File: src/rtl/lp_mode_pkg.sv
package lp_mode_pkg;

    localparam int LP_NUM     = 2;
    localparam int MODE_W     = LP_NUM;

    typedef enum logic [MODE_W-1:0] {
        LPM_ALL_HALTED = 2'b00,
        LPM_ST0        = 2'b01,
        LPM_ST1        = 2'b10,
        LPM_MT         = 2'b11
    } lpm_mode_e;

    typedef enum logic {
        SEQ_STEADY = 1'b0,
        SEQ_DRAIN  = 1'b1
    } seq_state_e;

endpackage

File: src/rtl/lp_run_eval.sv
module lp_run_eval
    import lp_mode_pkg::*;
(
    input  logic              clk_i,
    input  logic              rst_i,
    input  lpm_mode_e         base_i,
    input  logic [LP_NUM-1:0] halt_i,
    input  logic [LP_NUM-1:0] irq_i,
    output lpm_mode_e         next_o
);

    logic [LP_NUM-1:0] run_now;
    logic [LP_NUM-1:0] run_next;

    assign run_now = base_i;

    // A running thread keeps running unless it halts; a halted thread
    // resumes only on an interrupt addressed to it.
    for (genvar g = 0; g < LP_NUM; g++) begin : g_thread
        always_comb begin
            if (run_now[g]) begin
                run_next[g] = !halt_i[g];
            end else begin
                run_next[g] = irq_i[g];
            end
        end
    end

    assign next_o = lpm_mode_e'(run_next);

    assert_both_halt_R3: assert property (@(posedge clk_i) disable iff (rst_i)
        (base_i == LPM_MT && halt_i == 2'b11) |-> next_o == LPM_ALL_HALTED);

    assert_wake_halted_R4: assert property (@(posedge clk_i) disable iff (rst_i)
        ((base_i == LPM_ST0 && irq_i[1]) || (base_i == LPM_ST1 && irq_i[0]))
        |-> !(halt_i != 2'b00) || next_o != LPM_ALL_HALTED);

    assert_idle_wake_R6: assert property (@(posedge clk_i) disable iff (rst_i)
        (base_i == LPM_ALL_HALTED) |-> $countones(next_o) == $countones(irq_i));

endmodule

File: src/rtl/lp_mode_seq.sv
module lp_mode_seq
    import lp_mode_pkg::*;
(
    input  logic       clk_i,
    input  logic       rst_i,
    input  logic       drained_i,
    input  lpm_mode_e  eval_i,
    output lpm_mode_e  base_o,
    output lpm_mode_e  mode_o,
    output seq_state_e state_o
);

    seq_state_e state_q, state_d;
    lpm_mode_e  mode_q,  mode_d;
    lpm_mode_e  tgt_q,   tgt_d;

    // State register.
    always_ff @(posedge clk_i) begin
        if (rst_i) begin
            state_q <= SEQ_STEADY;
            mode_q  <= LPM_MT;
            tgt_q   <= LPM_MT;
        end else begin
            state_q <= state_d;
            mode_q  <= mode_d;
            tgt_q   <= tgt_d;
        end
    end

    // Next-state logic.
    always_comb begin
        state_d = state_q;
        mode_d  = mode_q;
        tgt_d   = tgt_q;
        unique case (state_q)
            SEQ_STEADY: begin
                if (eval_i != mode_q) begin
                    state_d = SEQ_DRAIN;
                    tgt_d   = eval_i;
                end
            end
            SEQ_DRAIN: begin
                tgt_d = eval_i;
                if (drained_i) begin
                    mode_d  = eval_i;
                    state_d = SEQ_STEADY;
                end
            end
            default: state_d = SEQ_STEADY;
        endcase
    end

    // Outputs.
    always_comb begin
        base_o  = (state_q == SEQ_DRAIN) ? tgt_q : mode_q;
        mode_o  = mode_q;
        state_o = state_q;
    end

    assert_hold_without_ack_R7: assert property (@(posedge clk_i) disable iff (rst_i)
        !(state_q == SEQ_DRAIN && drained_i) |=> $stable(mode_q));

    assert_req_persists_R7: assert property (@(posedge clk_i) disable iff (rst_i)
        (state_q == SEQ_DRAIN && !drained_i) |=> state_q == SEQ_DRAIN);

    assert_commit_on_ack_R9: assert property (@(posedge clk_i) disable iff (rst_i)
        (state_q == SEQ_DRAIN && drained_i)
        |=> (state_q == SEQ_STEADY && mode_q == $past(eval_i)));

    assert_quiet_when_settled_R5: assert property (@(posedge clk_i) disable iff (rst_i)
        (state_q == SEQ_STEADY && eval_i == mode_q) |=> state_q == SEQ_STEADY);

    assert_ack_ignored_idle_R8: assert property (@(posedge clk_i) disable iff (rst_i)
        (state_q == SEQ_STEADY) |=> $stable(mode_q));

endmodule

File: src/rtl/lp_mode_decode.sv
module lp_mode_decode
    import lp_mode_pkg::*;
(
    input  logic              clk_i,
    input  logic              rst_i,
    input  lpm_mode_e         mode_i,
    input  seq_state_e        state_i,
    output logic [LP_NUM-1:0] active_o,
    output logic              repart_req_o
);

    always_comb begin
        unique case (mode_i)
            LPM_MT:         active_o = 2'b11;
            LPM_ST0:        active_o = 2'b01;
            LPM_ST1:        active_o = 2'b10;
            LPM_ALL_HALTED: active_o = 2'b00;
            default:        active_o = 2'b00;
        endcase
        repart_req_o = (state_i == SEQ_DRAIN);
    end

    assert_flags_follow_mode_R10: assert property (@(posedge clk_i) disable iff (rst_i)
        !repart_req_o |=> $stable(active_o));

endmodule

File: src/rtl/lp_mode_ctrl.sv
module lp_mode_ctrl
    import lp_mode_pkg::*;
(
    input  logic              clk_i,
    input  logic              rst_i,
    input  logic [LP_NUM-1:0] halt_i,
    input  logic [LP_NUM-1:0] irq_i,
    input  logic              drained_i,
    output logic [MODE_W-1:0] mode_o,
    output logic [LP_NUM-1:0] active_o,
    output logic              repart_req_o
);

    lpm_mode_e  base_mode;
    lpm_mode_e  eval_mode;
    lpm_mode_e  cur_mode;
    seq_state_e seq_state;

    lp_run_eval u_eval (
        .clk_i  (clk_i),
        .rst_i  (rst_i),
        .base_i (base_mode),
        .halt_i (halt_i),
        .irq_i  (irq_i),
        .next_o (eval_mode)
    );

    lp_mode_seq u_seq (
        .clk_i     (clk_i),
        .rst_i     (rst_i),
        .drained_i (drained_i),
        .eval_i    (eval_mode),
        .base_o    (base_mode),
        .mode_o    (cur_mode),
        .state_o   (seq_state)
    );

    lp_mode_decode u_dec (
        .clk_i        (clk_i),
        .rst_i        (rst_i),
        .mode_i       (cur_mode),
        .state_i      (seq_state),
        .active_o     (active_o),
        .repart_req_o (repart_req_o)
    );

    assign mode_o = cur_mode;

endmodule

File: config.mk
export PLATFORM = sky130hd
export DESIGN_NAME = lp_mode_ctrl
export DESIGN_NICKNAME = d
export VERILOG_FILES = /design/src/rtl/lp_mode_pkg.sv /design/src/rtl/lp_run_eval.sv /design/src/rtl/lp_mode_seq.sv /design/src/rtl/lp_mode_decode.sv /design/src/rtl/lp_mode_ctrl.sv
export SDC_FILE = /design/constraint.sdc
export NUM_CORES = 1
export LEC_CHECK = 0
export BUFFER_PORTS_ARGS = -buffer_cell sky130_fd_sc_hd__clkbuf_2
export CAP_MARGIN = 20
export CORE_AREA = 2 2 39 41
export DETAILED_ROUTE_END_ITERATION = 6
export DIE_AREA = 0 0 41 43
export HOLD_SLACK_MARGIN = 0.12
export PLACE_DENSITY = 0.43
export SLEW_MARGIN = 20
export SYNTH_ARGS = -nofsm -noshare
export SYNTH_HDL_FRONTEND = slang
export SYNTH_SLANG_ARGS = --single-unit
File: constraint.sdc
create_clock -name clk_i -period 3.15 [get_ports clk_i]
set_input_delay 0.315 -clock clk_i [delete_from_list [all_inputs] [get_ports clk_i]]
set_output_delay 0.315 -clock clk_i [all_outputs]
set_load 0.005 [all_outputs]
==> results.ini, run 1 <==
[worst_setup_path]
cp.required_ns=3.27
worst-setup-path-type=reg2reg
endpoint_kind=register
cp-start-kind=register
worstPathArrival_ns=1.77
worstPathMaxFanout=8

[power]
ir_drop_v=0.0001749
pwr-share-comb_pct=21.0
p_switching_w=0.00005050
swShare_pct=26.31
powerDensity_nw_per_um2=486.9
total_leakage_power_nw=0.1610
power_frac_clock_pct=36.9
seqPwrFrac_pct=42.0
p_int_w=0.0001414

[yosys]
ys_top_cells_by_area=dfxtp_1, a2111oi_4, a211oi_1
synth_cell_types=20
synth_top_area_share_pct=31.87
ys_warn_count=0
ys_ff_latch=5
synthCells=30
synth_nets=37
synth_top_cell_by_area=dfxtp_1
synth-seq-area-share_pct=31.87
synth_area_per_cell_um2=10.47
netlist_area_um2=314.1

[finish]
instances_no_fill=58
num-nets-final=50
antennaDiodeCount=0
drive_above_1_share_pct=45.24
final_common_cell=clkbuf_2
fillCellCount=152
final_cell_mix=clkbuf_2, dfxtp_1, nor2_1, a211oi_1, clkbuf_4
syn2layout_area_growth_pct=25.50

[cts]
cts_num_sinks=5
clockBufferDepth=2
clk_latency_ns=0.23
cts_inserted_buffers=3
cts_setup_buffers=0
ctsResizeCount=0
cts_max_level=1
clockRootBuffer=clkbuf_4
clk_pin_slew_ns=0.04
hold_buffers=0
cts_tree=yes

[placement]
place_inst=54
dpl.hpwl_um=494.8
numPortBuffers=11
gp_congestion=0.6648

[sta]
holdWs_ns=0.2806
rsz0062_at_grt=false
skew_ns=0.001943
period_share_pct=52.31
hold_viol=0
timing.fmax_ghz=0.6068
fin_setup_tns_ns=0
worstMarginPinSlew_ns=0.3489
slew_headroom_pct=76.74
min_period_ns=1.648
maxSlewViolCount=0
setup_viol=0

[floorplan]
start_util_pct=22.69
dieHeight_um=43
die_area_um2=1763
coreArea_um2=1384
dieWidth_um=41
num_rows=14
pin_count=12

[global_route]
grt_overflow=0
grt_start_max_net_pins=9
grt_usage_pct=8.626
grt_antenna_before_repair=0
grt_first_pass_wirelength_um=993
grt_pass1_vias=246

[drt]
wl_um=617
final_antenna_net_count=0
routedWlPerCell_um=10.64
viasPerCell=4.690
via_count=272
first_pass_iters=2
drt_iter0_markers=2
drc=0

[min_path]
hold_class=in2reg

[run_status]
outcome=completed

[job]
max_cap_viol_count=0

## final timing paths
kind                                                   from                           to  slack (ns)  depth (start not counted)
worst min register to register  u_seq.tgt_q[1]$_SDFFE_PP1P_  u_seq.tgt_q[1]$_SDFFE_PP1P_        0.47                          1
worst max register to register     u_seq.state_o$_SDFF_PP0_  u_seq.tgt_q[1]$_SDFFE_PP1P_        1.50                          4
worst min-delay path                              drained_i     u_seq.state_o$_SDFF_PP0_        0.28                          2
worst max-delay path               u_seq.state_o$_SDFF_PP0_  u_seq.tgt_q[1]$_SDFFE_PP1P_        1.50                          4
## cell usage after synthesis
| library cell | number |
|---|---|
| mux2i_1 | 2 |
| mux2_2 | 1 |
| nor2b_1 | 1 |
| inv_1 | 1 |
| dlygate4sd3_1 | 1 |
| mux2_4 | 1 |
| a2111oi_0 | 1 |
| nand2_1 | 1 |
| nor2_1 | 3 |
| buf_4 | 1 |
| or3b_1 | 1 |
| o31a_1 | 1 |
| clkbuf_1 | 1 |
| dfxtp_1 | 5 |
| a21oi_1 | 1 |
| a211o_2 | 1 |
| a211oi_2 | 1 |
| a211o_1 | 2 |
| a211oi_1 | 3 |
| a2111oi_4 | 1 |
## worst max-delay path, stage by stage, from the launching register on
cell and delay, ns:
dfxtp_1 0.51, mux2i_1 0.26, mux2i_1 0.29, or3b_1 0.37
o31a_1 0.11
## metrics by stage
stage                     util [%]  area [um^2]  total power [W]  setup slack (ns)
after floorplan                  -        314.1        0.0001104             1.644
after global placement       26.58        367.9        0.0001221             1.529
after detailed placement     26.58        367.9        0.0001227             1.490
after CTS                    28.48        394.1        0.0001980             1.481
after global routing         28.48        394.1        0.0002061             1.393
final                        28.48        394.1        0.0001919             1.502
## layer usage
metal	GRT usage [%]	vias up	share of wire, %
met4	4.000	0	0
met3	6.283	0	6.2
met2	13.44	6	52
li1	-	140	-
met5	0	-	0
met1	8.013	126	41
## registers in the layout (all words and copies together) (netlist names)
name / flops
u_seq.state_o: 1
u_seq.mode_o: 2
u_seq.tgt_q: 2
## cell type report
cell class / instances / area, um^2 / share of cell area (%)
flip-flops and latches: 5 / 100.1 / 25.40
multi-input cells: 21 / 188.9 / 47.94
clock buffers: 4 / 26.28 / 6.667
inverters: 1 / 3.754 / 0.9524
well taps: 16 / 20.02 / 5.079
repair buffers: 11 / 55.05 / 13.97
## cell families after synthesis
group	share of synthesized area (%)
AOI/OAI and AO/OA	35.86
and+or+nand+nor	9.562
DFF	31.87
muxes	14.74
buffers and inverters	7.967
## power groups by stage
stage          clock network (W)  registers [W]   logic, W
2_1_floorplan                  0      0.0000780  0.0000324
3_3_place_gp                   0      0.0000818  0.0000403
3_5_place_dp                   0      0.0000820  0.0000407
4_1_cts                0.0000762      0.0000808  0.0000409
5_1_grt                0.0000788      0.0000822  0.0000451
6_report               0.0000709      0.0000807  0.0000404
Note: power is estimated with default switching activity, not from simulation.
==> inputs of run 2 (changes only) <==
==> constraint.sdc (replaced) <==
create_clock -name clk_i -period 1.54 [get_ports clk_i]
set_input_delay 0.154 -clock clk_i [delete_from_list [all_inputs] [get_ports clk_i]]
set_output_delay 0.154 -clock clk_i [all_outputs]
set_load 0.005 [all_outputs]
==> run 2 against run 1 <==
  * Via count grew 7.7%
  * Clock-buffer cell count is the same
  * Maximum frequency grew 12%
  * Global-route usage grew 1.7 points
  * Sequential power grew 95%
  * Wire length grew 25%
  * First-iteration DRC count shrank 100%
  * Flip-flop and latch count is the same
  * Clock power grew 120%
  * Non-clock buffer count grew 5
  * Highest routed layer is now met4
==> results.ini, run 2 (synthesis results as in run 1) <==
[drt]
drt_iter0_markers=0  ; was 2
via_count=293  ; was 272
viasPerCell=4.651  ; was 4.690
first_pass_iters=1  ; was 2
final_antenna_net_count=0  ; unchanged
routedWlPerCell_um=12.22  ; was 10.64 um
wl_um=770  ; was 617 um
drc=0  ; unchanged

[finish]
final_cell_mix=clkbuf_2, dfxtp_1, buf_4  ; was clkbuf_2, dfxtp_1, nor2_1, a211oi_1, clkbuf_4
final_common_cell=clkbuf_2  ; unchanged
drive_above_1_share_pct=48.94  ; was 45.24%
num-nets-final=55  ; was 50
syn2layout_area_growth_pct=38.25  ; was 25.50%
antennaDiodeCount=0  ; unchanged

[worst_setup_path]
timing.rr.start=u_seq.state_o$_SDFF_PP0_  ; unchanged
cpPeakStageDelay_ns=0.37  ; was 0.51 ns
reg2reg_depth=4  ; unchanged
endpoint=u_seq.tgt_q[1]$_SDFFE_PP1P_  ; unchanged
worstPathArrival_ns=1.60  ; was 1.77 ns
crit_buf_inv=0  ; unchanged
endpoint_kind=register  ; unchanged
cp-start-kind=register  ; unchanged
cp.required_ns=1.67  ; was 3.27 ns
crit_path_top_delay_cell=or3b_1  ; was dfxtp_1
crit_cells=4  ; unchanged
crit_family=multiplexers  ; unchanged
critical_path.startpoint=u_seq.state_o$_SDFF_PP0_  ; unchanged
cp_cell_sequence=mux2i_1 -> mux2i_1 -> or3b_1 -> o31a_1  ; unchanged
worst-setup-path-type=reg2reg  ; unchanged
cp_common_cell=mux2i_1  ; unchanged
worstPathMaxFanout=3  ; was 8
timing.reg2reg.setup_slack_ns=0.07  ; was 1.50 ns
r2r-end=u_seq.tgt_q[1]$_SDFFE_PP1P_  ; unchanged

[cts]
cts_num_sinks=5  ; unchanged
cts_inserted_buffers=3  ; unchanged
clk_pin_slew_ns=0.05  ; was 0.04 ns
clockRootBuffer=clkbuf_4  ; unchanged
cts_tree=yes  ; unchanged
clk_latency_ns=0.24  ; was 0.23 ns
cts_max_level=1  ; unchanged
clockBufferDepth=2  ; unchanged
ctsResizeCount=0  ; unchanged

[global_route]
grt_pass1_vias=273  ; was 246
grt_antenna_before_repair=0  ; unchanged
grt_start_max_net_pins=8  ; was 9
grt_overflow=0  ; unchanged
grt_usage_pct=10.34  ; was 8.626%
grt_first_pass_wirelength_um=1166  ; was 993 um

[sta]
slew_headroom_pct=70.98  ; was 76.74%
rsz0062_at_grt=false  ; unchanged
timing.fmax_ghz=0.6811  ; was 0.6068 GHz
worstMarginPinSlew_ns=0.4243  ; was 0.3489 ns
skew_ns=0.0003656  ; was 0.001943 ns
fin_setup_tns_ns=0  ; unchanged
period_share_pct=95.34  ; was 52.31%
min_period_ns=1.468  ; was 1.648 ns
maxSlewViolCount=0  ; unchanged
fin_ws_ns=0.07175  ; was 1.502 ns
hold_viol=0  ; unchanged
setup_viol=0  ; unchanged

[placement]
place_ws_ns=0.04992  ; was 1.490 ns
gp_congestion=0.6721  ; was 0.6648
numPortBuffers=11  ; unchanged
dpl.hpwl_um=602.2  ; was 494.8 um

[floorplan]
coreArea_um2=1384  ; unchanged
dieHeight_um=43  ; unchanged
num_rows=14  ; unchanged
start_util_pct=22.69  ; unchanged
die_area_um2=1763  ; unchanged
dieWidth_um=41  ; unchanged
pin_count=12  ; unchanged

[min_path]
hold_class=in2reg  ; unchanged

[job]
max_cap_viol_count=0  ; unchanged

[run_status]
outcome=completed  ; unchanged

[power]
powerDensity_nw_per_um2=975.0  ; was 486.9 nW/um^2
total_leakage_power_nw=0.1842  ; was 0.1610 nW
ir_drop_v=0.0002705  ; was 0.0001749 V

-- run 2: stage by stage --
step                      instance area (um^2)  total power (W)  instances  util, %  hold slack [ns]
after global routing                     434.2        0.0004504         63    31.37           0.1981
after detailed placement                 397.9        0.0002665         58    28.75           0.3646
final                                    434.2        0.0004233         63    31.37           0.1875
after CTS                                434.2        0.0004328         63    31.37           0.1755
after floorplan                          314.1        0.0002258         30        -           0.2325
after global placement                   397.9        0.0002632         58    28.75           0.3606
-- run 2: area by class of cell --
type	instances	area, um^2
Fill cell	163	949.7
Multi-Input combinational cell	21	188.9
Sequential cell	5	100.1
Timing Repair Buffer	16	95.09
Clock buffer	4	26.28
Tap cell	16	20.02
Inverter	1	3.754
-- run 2: what timing repair did --
action | 4_1_cts | 5_1_grt
setup endpoints to repair | 0 | 1
setup buffers | 0 | 0
hold buffers | 1 | 0
endpoints found under the hold margin | 1 | 0
-- run 2: worst min-delay path by stage --
| stage | cells past startpoint | start | end |
|---|---|---|---|
| floorplan | 1 | rst_i | u_seq.state_o$_SDFF_PP0_ |
| global placement | 2 | drained_i | u_seq.state_o$_SDFF_PP0_ |
| detailed placement | 2 | drained_i | u_seq.state_o$_SDFF_PP0_ |
| CTS | 2 | rst_i | u_seq.state_o$_SDFF_PP0_ |
| global route | 2 | rst_i | u_seq.state_o$_SDFF_PP0_ |
| finish | 2 | rst_i | u_seq.state_o$_SDFF_PP0_ |
-- run 2: power breakdown --
part / switching (W) / leakage [nW] / internal (W)
sequential: 0.0000124 / 0.0417 / 0.000144
combinational: 0.0000490 / 0.128 / 0.0000600
clock: 0.0000595 / 0.0150 / 0.0000983
-- run 2: routing by layer --
metal | track usage [%] | up-vias | part of all wire (%)
met4 | 8.000 | 0 | 0.65
met3 | 3.141 | 2 | 5.7
li1 | - | 151 | -
met5 | 0 | - | 0
met2 | 14.06 | 6 | 49
met1 | 12.86 | 134 | 45
==> inputs of run 3 (changes only) <==
--- a/config.mk
+++ b/config.mk
@@ -11,8 +11,9 @@
 export DETAILED_ROUTE_END_ITERATION = 6
 export DIE_AREA = 0 0 41 43
 export HOLD_SLACK_MARGIN = 0.12
-export PLACE_DENSITY = 0.43
+export PLACE_DENSITY = 0.44
 export SLEW_MARGIN = 20
 export SYNTH_ARGS = -nofsm -noshare
 export SYNTH_HDL_FRONTEND = slang
+export SYNTH_HIERARCHICAL = 1
 export SYNTH_SLANG_ARGS = --single-unit
==> run 3 against run 2 <==
  * Total power increased by 30%
  * Maximum frequency grew 2.8%
  * Cell count increased by 14%
  * Wire length is 7.4% lower
  * Largest power group is now combinational logic
  * Clock-buffer cell count stayed put
  * Clock skew increased by 0.0052 ns
  * Die area stayed put
  * Critical endpoint is now u_seq/state_o$_SDFF_PP0_
==> results.ini, run 3 <==
[run_status]
outcome=completed  ; unchanged

[yosys]
synth-seq-area-share_pct=31.13  ; was 31.87%
ys_top_cells_by_area=dfxtp_1, mux2i_1, inv_1  ; was dfxtp_1, a2111oi_4, a211oi_1
synth_nets=46  ; was 37
netlist_area_um2=321.6  ; was 314.1 um^2
synth_common_cells=dfxtp_1, inv_1, nand2_1, nor2_1  ; was dfxtp_1, a211oi_1, nor2_1, a211o_1, mux2i_1
synth_area_per_cell_um2=8.245  ; was 10.47 um^2
synthCells=39  ; was 30
synth_edf_count=0  ; unchanged
ys_async_sr_fraction_pct=0  ; unchanged
ys_warn_count=6  ; was 0
synth_top_cell_by_area=dfxtp_1  ; unchanged
ys.flop_type=dfxtp_1  ; unchanged
ys_ff_latch=5  ; unchanged
synth_cell_types=21  ; was 20
synth_top_area_share_pct=31.13  ; was 31.87%

[drt]
routedWlPerCell_um=9.903  ; was 12.22 um
viasPerCell=4.431  ; was 4.651
wl_um=713  ; was 770 um
via_count=319  ; was 293
final_antenna_net_count=0  ; unchanged
first_pass_iters=4  ; was 1
drc=0  ; unchanged
drt_iter0_markers=7  ; was 0

[sta]
skew_ns=0.005559  ; was 0.0003656 ns
worstMarginPinSlew_ns=0.3201  ; was 0.4243 ns
fin_setup_tns_ns=0  ; unchanged
rsz0062_at_grt=true  ; was false
maxSlewViolCount=0  ; unchanged
min_period_ns=1.429  ; was 1.468 ns
period_share_pct=92.79  ; was 95.34%
timing.fmax_ghz=0.6998  ; was 0.6811 GHz
slew_headroom_pct=78.52  ; was 70.98%
hold_viol=0  ; unchanged
setup_viol=0  ; unchanged

[finish]
final_common_cell=clkbuf_2  ; unchanged
drive_above_1_share_pct=55.36  ; was 48.94%
syn2layout_area_growth_pct=47.86  ; was 38.25%
final_cell_mix=clkbuf_2, buf_4, inv_1  ; was clkbuf_2, dfxtp_1, buf_4
stdcell_area_um2=475.5  ; was 434.2 um^2
antennaDiodeCount=0  ; unchanged
num-nets-final=64  ; was 55

[power]
powerDensity_nw_per_um2=1157  ; was 975.0 nW/um^2
total_leakage_power_nw=0.2383  ; was 0.1842 nW
ir_drop_v=0.0005998  ; was 0.0002705 V

[floorplan]
die_area_um2=1763  ; unchanged
pin_count=12  ; unchanged
dieHeight_um=43  ; unchanged
coreArea_um2=1384  ; unchanged
start_util_pct=23.24  ; was 22.69%
dieWidth_um=41  ; unchanged
num_rows=14  ; unchanged

[cts]
clk_pin_slew_ns=0.05  ; about the same
cts_setup_buffers=0  ; unchanged
hold_buffers=0  ; was 1
clk_latency_ns=0.24  ; about the same
clockRootBuffer=clkbuf_4  ; unchanged
cts_tree=yes  ; unchanged
cts_max_level=1  ; unchanged
cts_inserted_buffers=3  ; unchanged
cts_num_sinks=5  ; unchanged
clockBufferDepth=2  ; unchanged

[placement]
numPortBuffers=11  ; unchanged
gp_congestion=0.7448  ; was 0.6721
placed_area_um2=422.9  ; was 397.9 um^2

[min_path]
hold_path_depth=2  ; unchanged
hold_class=in2reg  ; unchanged
min_to=u_seq/state_o$_SDFF_PP0_  ; was u_seq.state_o$_SDFF_PP0_
holdCritStartpoint=drained_i  ; was rst_i

[job]
max_cap_viol_count=0  ; unchanged

[global_route]
grt_start_max_net_pins=9  ; was 8
grt_first_pass_wirelength_um=1242  ; was 1166 um
grt_overflow=0  ; unchanged
grt_antenna_before_repair=0  ; unchanged
grt_usage_pct=10.25  ; was 10.34%
grt_pass1_vias=300  ; was 273

[worst_setup_path]
cp-start-kind=register  ; unchanged
worstPathMaxFanout=7  ; was 3
critical_path.startpoint=u_seq/state_o$_SDFF_PP0_  ; was u_seq.state_o$_SDFF_PP0_
reg2reg_depth=6  ; was 4
timing.rr.start=u_seq/state_o$_SDFF_PP0_  ; was u_seq.state_o$_SDFF_PP0_
timing.reg2reg.setup_slack_ns=0.11  ; was 0.07 ns
endpoint_kind=register  ; unchanged
cp.required_ns=1.69  ; was 1.67 ns
worst-setup-path-type=reg2reg  ; unchanged
r2r-end=u_seq/state_o$_SDFF_PP0_  ; was u_seq.tgt_q[1]$_SDFFE_PP1P_
worstPathArrival_ns=1.58  ; was 1.60 ns

-- run 3: cell types whose count changed after synthesis, sizes merged, moves of 2 or more --
| cell | delta |
|---|---|
| inv | +4 |
| a211oi | -3 |
| a2111oi | -2 |
| a311oi | +2 |
| and3 | +2 |
| buf | +2 |
| mux2 | -2 |
| nand2 | +2 |
| nor3 | +2 |
| o21ai | +2 |
-- run 3: cell type report --
| cell class | count | area, um^2 |
|---|---|---|
| clock buffer | 4 | 26.28 |
| fill | 146 | 908.4 |
| timing repair buffer | 18 | 107.6 |
| tap | 16 | 20.02 |
| sequential | 5 | 105.1 |
| multi-input combinational | 24 | 197.7 |
| inverter | 5 | 18.77 |
-- run 3: power by group --
| group | switching [W] | internal [W] |
|---|---|---|
| logic | 0.0000980 | 0.000119 |
| clock network | 0.0000529 | 0.0000979 |
| registers | 0.0000249 | 0.000157 |
| total | 0.000176 | 0.000374 |
-- run 3: worst max-delay path by stage --
stage | endpoint | cells past startpoint
3_5_place_dp | u_seq/tgt_q[1]$_SDFFE_PP1P_ | 6
5_1_grt | u_seq/tgt_q[1]$_SDFFE_PP1P_ | 6
2_1_floorplan | u_seq/tgt_q[0]$_SDFFE_PP1P_ | 6
4_1_cts | u_seq/tgt_q[1]$_SDFFE_PP1P_ | 6
3_3_place_gp | u_seq/tgt_q[1]$_SDFFE_PP1P_ | 6
6_report | u_seq/state_o$_SDFF_PP0_ | 6
-- run 3: logic make-up (layout without fill, tap and decap cells) --
family	Yosys count	count (layout)	synth area share, %
flip-flops	5	5	31.13
AND/OR/NAND/NOR	12	12	21.79
multiplexers	2	2	6.226
XOR/XNOR	2	2	5.448
AO/OA/AOI/OAI	8	8	21.01
buffers and inverters	10	27	14.40
-- run 3: per-stage QoR --
stage / worst slack (ns) / hold slack [ns] / instances / total power [W] / util (%)
6_report: 0.1111 / 0.1512 / 72 / 0.0005500 / 34.36
5_1_grt: -0.009356 / 0.1559 / 72 / 0.0005909 / 34.36
4_1_cts: 0.04123 / 0.1394 / 72 / 0.0005269 / 32.55
3_5_place_dp: 0.003058 / 0.4032 / 68 / 0.0003713 / 30.56
3_3_place_gp: -0.01242 / 0.4041 / 68 / 0.0003737 / 30.56
2_1_floorplan: -0.0007856 / 0.2485 / 39 / 0.0002979 / -
-- run 3: repair_timing --
action,in CTS,in global routing
gates resized for setup,1,7
pin swaps,1,3
endpoints found under the setup margin,1,3
-- run 3: layer usage --
layer,wire [um],up-vias,global-route usage [%],share of wire [%]
met2,348,5,13.44,49
met4,0,0,2.000,0
met1,347,145,14.19,49
li1,-,169,-,-
met5,0,-,0,0
met3,18,0,6.283,2.5
-- run 3: worst max-delay path, cell delays in order, from the launching register on --
cell and delay (ns):
dfxtp_4 0.38, nand2_1 0.07, o21ai_2 0.07, mux2i_2 0.28
xor2_1 0.25, nor2_1 0.08, a221oi_2 0.21
